File: src/rtl/dct_pkg.sv
package dct_pkg;
  localparam int unsigned ADDR_W   = 4;
  localparam int unsigned CONT_BIT = 6;

  typedef enum logic [ADDR_W-1:0] {
    OFS_T1_CNT_LO = 4'h4,
    OFS_T1_CNT_HI = 4'h5,
    OFS_T1_LAT_LO = 4'h6,
    OFS_T1_LAT_HI = 4'h7,
    OFS_T2_LO     = 4'h8,
    OFS_T2_HI     = 4'h9,
    OFS_AUX       = 4'hB
  } ofs_e;

  typedef struct packed {
    logic t1_lat_lo_wr;
    logic t1_lat_hi_wr;
    logic t1_arm;
    logic t1_rd_clr;
    logic t2_lo_wr;
    logic t2_hi_wr;
    logic t2_rd_clr;
    logic aux_wr;
  } strobe_t;
endpackage

File: src/rtl/dct_decode.sv
module dct_decode
  import dct_pkg::*;
(
  input  logic              wr_en,
  input  logic              rd_en,
  input  logic [ADDR_W-1:0] addr,
  output strobe_t           st
);
  always_comb begin
    st              = '0;
    st.t1_lat_lo_wr = wr_en && ((addr == OFS_T1_LAT_LO) || (addr == OFS_T1_CNT_LO));
    st.t1_lat_hi_wr = wr_en && (addr == OFS_T1_LAT_HI);
    st.t1_arm       = wr_en && (addr == OFS_T1_CNT_HI);
    st.t1_rd_clr    = rd_en && (addr == OFS_T1_CNT_LO);
    st.t2_lo_wr     = wr_en && (addr == OFS_T2_LO);
    st.t2_hi_wr     = wr_en && (addr == OFS_T2_HI);
    st.t2_rd_clr    = rd_en && (addr == OFS_T2_LO);
    st.aux_wr       = wr_en && (addr == OFS_AUX);
  end
endmodule

File: src/rtl/dct_counter.sv
module dct_counter #(
  parameter int unsigned W = 16
) (
  input  logic         clk,
  input  logic         rst_n,
  input  logic         tick_en,
  input  logic         load_en,
  input  logic [W-1:0] load_val,
  input  logic         start,
  input  logic         stop,
  input  logic         flag_clr,
  output logic [W-1:0] cnt,
  output logic         flag
);
  logic [W-1:0] cnt_q, cnt_d;
  logic         run_q, run_d;
  logic         flag_q, flag_d;
  logic         dec, expire;

  assign dec    = run_q && tick_en && !load_en && !stop;
  assign expire = dec && (cnt_q == '0);

  always_comb begin
    cnt_d = cnt_q;
    if (load_en)                 cnt_d = load_val;
    else if (dec && !expire)     cnt_d = cnt_q - 1'b1;

    run_d = run_q;
    if (stop)                    run_d = 1'b0;
    else if (start)              run_d = 1'b1;
    else if (expire)             run_d = 1'b0;

    flag_d = flag_q;
    if (expire)                  flag_d = 1'b1;
    else if (flag_clr)           flag_d = 1'b0;
  end

  always_ff @(posedge clk or negedge rst_n) begin
    if (!rst_n) begin
      cnt_q  <= '0;
      run_q  <= 1'b0;
      flag_q <= 1'b0;
    end else begin
      cnt_q  <= cnt_d;
      run_q  <= run_d;
      flag_q <= flag_d;
    end
  end

  assign cnt  = cnt_q;
  assign flag = flag_q;

  AST_LOAD_TAKES_VALUE: assert property (@(posedge clk) disable iff (!rst_n)
    load_en |=> cnt_q == $past(load_val));
  AST_IDLE_HOLDS: assert property (@(posedge clk) disable iff (!rst_n)
    (!load_en && (!run_q || !tick_en)) |=> $stable(cnt_q));
  AST_STEP_ONE: assert property (@(posedge clk) disable iff (!rst_n)
    (run_q && tick_en && !load_en && !stop && cnt_q != '0) |=> cnt_q == $past(cnt_q) - 1'b1);
  AST_EXPIRE_STOPS: assert property (@(posedge clk) disable iff (!rst_n)
    (run_q && tick_en && !load_en && !stop && !start && cnt_q == '0) |=> (flag_q && !run_q && cnt_q == '0));
  AST_CLEAR_WINS_IDLE: assert property (@(posedge clk) disable iff (!rst_n)
    (flag_clr && !(run_q && tick_en && !load_en && !stop && cnt_q == '0)) |=> !flag_q);
endmodule

File: src/rtl/twin_down_timer.sv
module twin_down_timer
  import dct_pkg::*;
#(
  parameter int unsigned BYTE_W = 8
) (
  input  logic              clk,
  input  logic              rst_n,
  input  logic              tick_en,
  input  logic              wr_en,
  input  logic              rd_en,
  input  logic [ADDR_W-1:0] addr,
  input  logic [BYTE_W-1:0] wdata,
  output logic [BYTE_W-1:0] rdata,
  output logic              tmr1_irq,
  output logic              tmr2_irq
);
  localparam int unsigned CNT_W = 2 * BYTE_W;

  strobe_t           st;
  logic [CNT_W-1:0]  lat_q, lat_d;
  logic [BYTE_W-1:0] aux_q, aux_d;
  logic [CNT_W-1:0]  t1_cnt, t2_cnt, t2_load;
  logic              t1_start;

  dct_decode u_dec (
    .wr_en (wr_en),
    .rd_en (rd_en),
    .addr  (addr),
    .st    (st)
  );

  always_comb begin
    lat_d = lat_q;
    if (st.t1_lat_lo_wr) lat_d[BYTE_W-1:0]     = wdata;
    if (st.t1_lat_hi_wr) lat_d[CNT_W-1:BYTE_W] = wdata;
    aux_d = aux_q;
    if (st.aux_wr)       aux_d = wdata;
  end

  always_ff @(posedge clk or negedge rst_n) begin
    if (!rst_n) begin
      lat_q <= '0;
      aux_q <= '0;
    end else begin
      lat_q <= lat_d;
      aux_q <= aux_d;
    end
  end

  assign t1_start = st.t1_arm || (st.aux_wr && wdata[CONT_BIT]);
  assign t2_load  = st.t2_lo_wr ? {{BYTE_W{1'b0}}, wdata}
                                : t2_cnt + {wdata, {BYTE_W{1'b0}}};

  dct_counter #(.W(CNT_W)) u_t1 (
    .clk      (clk),
    .rst_n    (rst_n),
    .tick_en  (tick_en),
    .load_en  (st.t1_arm),
    .load_val (lat_q),
    .start    (t1_start),
    .stop     (1'b0),
    .flag_clr (st.t1_arm || st.t1_lat_hi_wr || st.t1_rd_clr),
    .cnt      (t1_cnt),
    .flag     (tmr1_irq)
  );

  dct_counter #(.W(CNT_W)) u_t2 (
    .clk      (clk),
    .rst_n    (rst_n),
    .tick_en  (tick_en),
    .load_en  (st.t2_lo_wr || st.t2_hi_wr),
    .load_val (t2_load),
    .start    (st.t2_hi_wr),
    .stop     (st.t2_lo_wr),
    .flag_clr (st.t2_lo_wr || st.t2_hi_wr || st.t2_rd_clr),
    .cnt      (t2_cnt),
    .flag     (tmr2_irq)
  );

  always_comb begin
    rdata = '0;
    if (rd_en) begin
      case (addr)
        OFS_T1_CNT_LO: rdata = t1_cnt[BYTE_W-1:0];
        OFS_T1_CNT_HI: rdata = t1_cnt[CNT_W-1:BYTE_W];
        OFS_T1_LAT_LO: rdata = lat_q[BYTE_W-1:0];
        OFS_T1_LAT_HI: rdata = lat_q[CNT_W-1:BYTE_W];
        OFS_T2_LO:     rdata = t2_cnt[BYTE_W-1:0];
        OFS_T2_HI:     rdata = t2_cnt[CNT_W-1:BYTE_W];
        OFS_AUX:       rdata = aux_q;
        default:       rdata = '0;
      endcase
    end
  end

  AST_ARM_COPIES_LATCH: assert property (@(posedge clk) disable iff (!rst_n)
    (wr_en && addr == OFS_T1_CNT_HI) |=> (t1_cnt == $past(lat_q) && !tmr1_irq));
  AST_LATCH_KEEPS_COUNT: assert property (@(posedge clk) disable iff (!rst_n)
    (wr_en && addr == OFS_T1_LAT_HI && !tick_en) |=> (t1_cnt == $past(t1_cnt) && !tmr1_irq));
  AST_T2_LOW_STOPS: assert property (@(posedge clk) disable iff (!rst_n)
    (wr_en && addr == OFS_T2_LO) |=> (t2_cnt[CNT_W-1:BYTE_W] == '0 && !tmr2_irq));
  AST_HIGH_READ_QUIET: assert property (@(posedge clk) disable iff (!rst_n)
    (rd_en && addr == OFS_T1_CNT_HI && tmr1_irq) |=> tmr1_irq);
endmodule

File: config.mk
export PLATFORM = sky130hd
export DESIGN_NAME = twin_down_timer
export DESIGN_NICKNAME = d
export VERILOG_FILES = /design/src/rtl/dct_pkg.sv /design/src/rtl/dct_decode.sv /design/src/rtl/dct_counter.sv /design/src/rtl/twin_down_timer.sv
export SDC_FILE = /design/constraint.sdc
export NUM_CORES = 1
export LEC_CHECK = 0
export BUFFER_PORTS_ARGS = -buffer_cell sky130_fd_sc_hd__buf_2
export CAP_MARGIN = 10
export CORE_MARGIN = 4
export CORE_UTILIZATION = 48
export CTS_CLUSTER_SIZE = 24
export DETAILED_ROUTE_END_ITERATION = 16
export PLACE_DENSITY = 0.63
export SETUP_SLACK_MARGIN = 0.02
export SLEW_MARGIN = 40
export SYNTH_ARGS = -nofsm -noshare
export SYNTH_HDL_FRONTEND = slang
export SYNTH_SLANG_ARGS = --single-unit
File: constraint.sdc
create_clock -name clk -period 5.1 [get_ports clk]
set_input_delay 1.02 -clock clk [delete_from_list [all_inputs] [get_ports clk]]
set_output_delay 1.02 -clock clk [all_outputs]
set_load 0.01 [all_outputs]
Yosys cells after proc, flatten, opt, wreduce, memory -nomap -nowiden

Index checks and enable logic that the tools add are counted.

Equal/unequal tests: 7
Muxes and demuxes: 16
Reductions and logical operators: 37
Add/sub/neg operators: 3

Operator list:

| kind                                               | number |
|---|---|
| 2-to-1 mux 16 bit                                  | 5 |
| one-hot mux 8 bit (7 select lines)                 | 1 |
| zero test 16 bit                                   | 2 |
| subtractor 16 x 1 -> 16 bit, second input constant | 2 |
| logical AND 1 bit                                  | 18 |
| adder 16 bit                                       | 1 |
| == test 4 x 3 -> 1 bit, second input constant      | 4 |
| == test 4 bit, second input constant               | 3 |
| nonzero test 2 bit                                 | 5 |
| 2-to-1 mux 1 bit                                   | 9 |
| 2-to-1 mux 8 bit                                   | 1 |
| logical OR 1 bit                                   | 6 |
| zero test 1 bit                                    | 5 |
| nonzero test 3 bit                                 | 1 |

Register bits: 60
Word-level logic and storage cells: 72
Input bits: 17

Depth between registers and ports, before layout

Depth in word-level cells: 11
Mapped depth: 9
Gate-level depth less buffers: 8

Hierarchy

From an unflattened synthesis, not the netlist that was laid out.

Cell total of the unflattened synthesis: 441
Area, all modules: 4161.5 um^2

Modules (own cells, without submodules):

| module          | area each (um^2) | sequential area each (um^2) | instances | cells an instance |
|---|---|---|---|---|
| dct_counter     | 1086.0           | 450.4                       | 2         | 119 |
| twin_down_timer | 1905.6           | 600.6                       | 1         | 190 |
| dct_decode      | 83.8             | 0.0                         | 1         | 13 |

Worst setup path after synthesis

No wires, ideal clock.

Path kind: input port to output port
From: in addr[2]
To: out rdata[6]
Slack: 1927 ps
Buffers on the path: 1
Required time: 4080 ps
Stages on the path: 7
Data arrival time: 2153 ps
Cell sequence: nor2b_1 > clkbuf_1 > a22o_1 > a22oi_1 > o21ai_0 > a221oi_1 > nor2_1

Longest elaborated chain between the ends: 3

RTL lines:

| item                                                           | RTL line              | text |
|---|---|---|
| from (decl)                                                    | twin_down_timer.sv:11 | `input logic [ADDR_W-1:0] addr,` |
| == test 4 bit / == test 4 x 3 -> 1 bit (equally long branches) | twin_down_timer.sv:83 | `case (addr)` |
| one-hot mux 8 bit (7 select lines) (*)                         | twin_down_timer.sv:83 |  |
| 2-to-1 mux 8 bit (*)                                           | twin_down_timer.sv:82 | `if (rd_en) begin` |
| to (decl)                                                      | twin_down_timer.sv:13 | `output logic [BYTE_W-1:0] rdata,` |

Every way passes the cells marked *; elsewhere a longest branch is shown, timed or not.

Worst setup path in the final report

From: in addr[2]
To: out rdata[1]

The elaborated chain is that of the path after synthesis.

==> impl_metrics.toml <==
[run_status]
run_status = "finished clean"

[synthesis]
ys_seq_area_share_pct = 39.79
synth.most_common_cell = "dfrtp_1"
yosysUniqueCellTypes = 65
synth.avg_cell_area_um2 = 9.364
ys_top_cells_by_area = "dfrtp_1 40%, mux2_2 7.5%, nand2_1 4.5%"
synthArstFlopShare_pct = 100.0
syn_area_um2 = 3774
yosys-top-cells-count = "60 x dfrtp_1, 45 x nand2_1, 36 x nor2_1, 27 x a21oi_1, 27 x o21ai_0"
synth_seq_cells = 60
ys_warn_count = 0
yosysTopAreaCellShare_pct = 39.79
yosysTopAreaCell = "dfrtp_1"
synth_cells = 403
synthFlopType = "dfrtp_1"
synth-edff-count = 0
synth_fp_nets = 430

[detailed_routing]
postRouteAntennaNets = 0
wl_per_cell_um = 20.30
dr.first_iter.drc_count = 293
drt_pre_antenna_iters = 5
vias = 3290
viasPerCell = 6.184
routed_wl_um = 10800
drcViolationCount = 0

[clock_tree]
cts_buffers = 9
cts_tree = "built"
cts_setup_buffers = 0
cts_resized = 0
h-tree-depth = 3
ctsRootBufferMaster = "clkbuf_8"
holdBufCountCts = 0
cts_max_path_buffers = 2
clk_latency_ps = 340
clkTransAtPathRegs_ps = 70
cts.sinks = 60

[power]
clockPowerShare_pct = 23.4
p_leak_nw = 1.764
p_comb_share_pct = 33.8
p_int_mw = 1.267
seqPwrFrac_pct = 42.8
irDropWorstVdd_v = 0.0002877
finalPower_mw = 2.053
p_sw_share_pct = 38.28
powerDensity_nw_per_um2 = 489.6
p_sw_mw = 0.7860

[sta]
worstMarginPinSlew_ps = 747.4
worst_slack_ps = 1389
post-route-min-period_ps = 3711
maxSlewHeadroom_pct = 49.84
rsz0062_at_grt = "no"
clock_skew_ps = 14.46
fin_tns_setup_ps = 0
hold_violations = 0
period_share_pct = 72.77
setup_viol = 0
report.final.slew_viol_count = 0
max_freq_mhz = 269.5
holdWs_ps = 509.3

[grt]
antenna_found_initial = 0
grt_pass1_wl_um = 17290
grt_overflow = 0
grt_usage_pct = 23.57
grt_max_degree = 39
grt_pass1_vias = 3122

[floorplanning]
initial_utilization_pct = 49.09
io_pins = 27
fp.dieArea_um2 = 9344
rows = 32
die_w_um = 96.67
core-area_um2 = 7687
die_y_um = 96.67

[placement]
placed_area_um2 = 3974
dpl.hpwl_um = 7846
pre_cts_slack_ps = 1224
globalplace.congestion = 0.9485
portBuffers = 26

[critical_path]
required_ps = 4080
critPathLaunchType = "primary input"
critPathKind = "primary input to output port"
endpoint_kind = "output port"
cp_max_fo = 14
ff2ff_path_depth = 8
critPathArrivalTime_ps = 2690

[min_path]
hp-class = "flop to flop"
worstHoldPathCells = 1

[layout]
synthToLayoutAreaGrowth_pct = 11.14
n_antenna_cell = 0
fin_nets = 452
fillCellCount = 721
layout-drive-gt1-share_pct = 19.53
design_area_um2 = 4194

[job]
drv_cap = 0
## worst max-delay path, cell delays in order
cell and delay [ps]:
buf_2 100, nor2b_2 460, and2_1 490, a32oi_1 90
o22ai_1 180, a211oi_1 70, nor2_1 120, buf_2 160
## cells by family after synthesis
family,Yosys count,synth area share [%]
XOR/XNOR,19,4.410
buffers and inverters,30,3.382
AO/OA/AOI/OAI,116,20.66
AND/OR/NAND/NOR,136,18.87
flip-flops,60,39.79
multiplexers,32,9.383
adder cells (fa/ha/maj),10,3.515
## layout by cell type (no fill, tap or decap), types with 10 or more instances in the layout
cell type  instances
a21oi_1           27
o21ai_0           27
nand2_1           45
xnor2_1           12
dfrtp_1           60
nor3_1            12
inv_1             12
nor2_1            35
buf_2             26
clkbuf_8          10
mux2_2            25
## metal layers
layer / track usage [%] / wire [µm] / up-vias
li1: - / - / 1532
met5: 0 / 0 / -
met3: 4.326 / 817 / 18
met4: 7.667 / 235 / 0
met2: 33.92 / 4586 / 151
met1: 35.67 / 5157 / 1589
## power groups by stage
stage / clock network (mW) / registers [mW] / logic (mW)
6_report: 0.481 / 0.879 / 0.694
5_1_grt: 0.511 / 0.901 / 0.780
4_1_cts: 0.488 / 0.871 / 0.693
3_5_place_dp: 0 / 0.877 / 0.691
3_3_place_gp: 0 / 0.874 / 0.672
2_1_floorplan: 0 / 0.793 / 0.561
## layout make-up
type	instances	area, µm²	share of cell area [%]
sequential	60	1501	35.80
timing repair buffer	29	152.6	3.640
clock inverter	4	72.57	1.730
tap	102	127.6	3.043
inverter	12	45.04	1.074
multi-input combinational	313	2150	51.25
clock buffer	12	145.1	3.461
## flip-flops by register name, summed over array words and instances (netlist names)
register / flops
lat_q: 16
u_t1.cnt: 16
u_t2.cnt: 16
aux_q: 8
u_t1.flag: 1
u_t1.run_q: 1
u_t2.flag: 1
u_t2.run_q: 1
## worst paths after layout
kind,from,slack (ps),to
min in group asynchronous,rst_n,650,u_t2.cnt[0]$_DFFE_PN0P_
worst min-delay path,aux_q[6]$_DFFE_PN0N_,510,aux_q[6]$_DFFE_PN0N_
worst max-delay path,addr[2],1390,rdata[1]
worst max register to register,u_t2.cnt[0]$_DFFE_PN0P_,2460,u_t2.cnt[7]$_DFFE_PN0P_
worst min register to register,aux_q[6]$_DFFE_PN0N_,510,aux_q[6]$_DFFE_PN0N_
max in group asynchronous,rst_n,3530,lat_q[8]$_DFFE_PN0P_
## metrics by stage
stage               instances  util, %
finish                    532    54.56
global route              532    54.56
CTS                       532    54.52
floorplan                 403        -
detailed placement        516    51.69
global placement          516    51.69
Note: power is estimated with default switching activity, not from simulation.
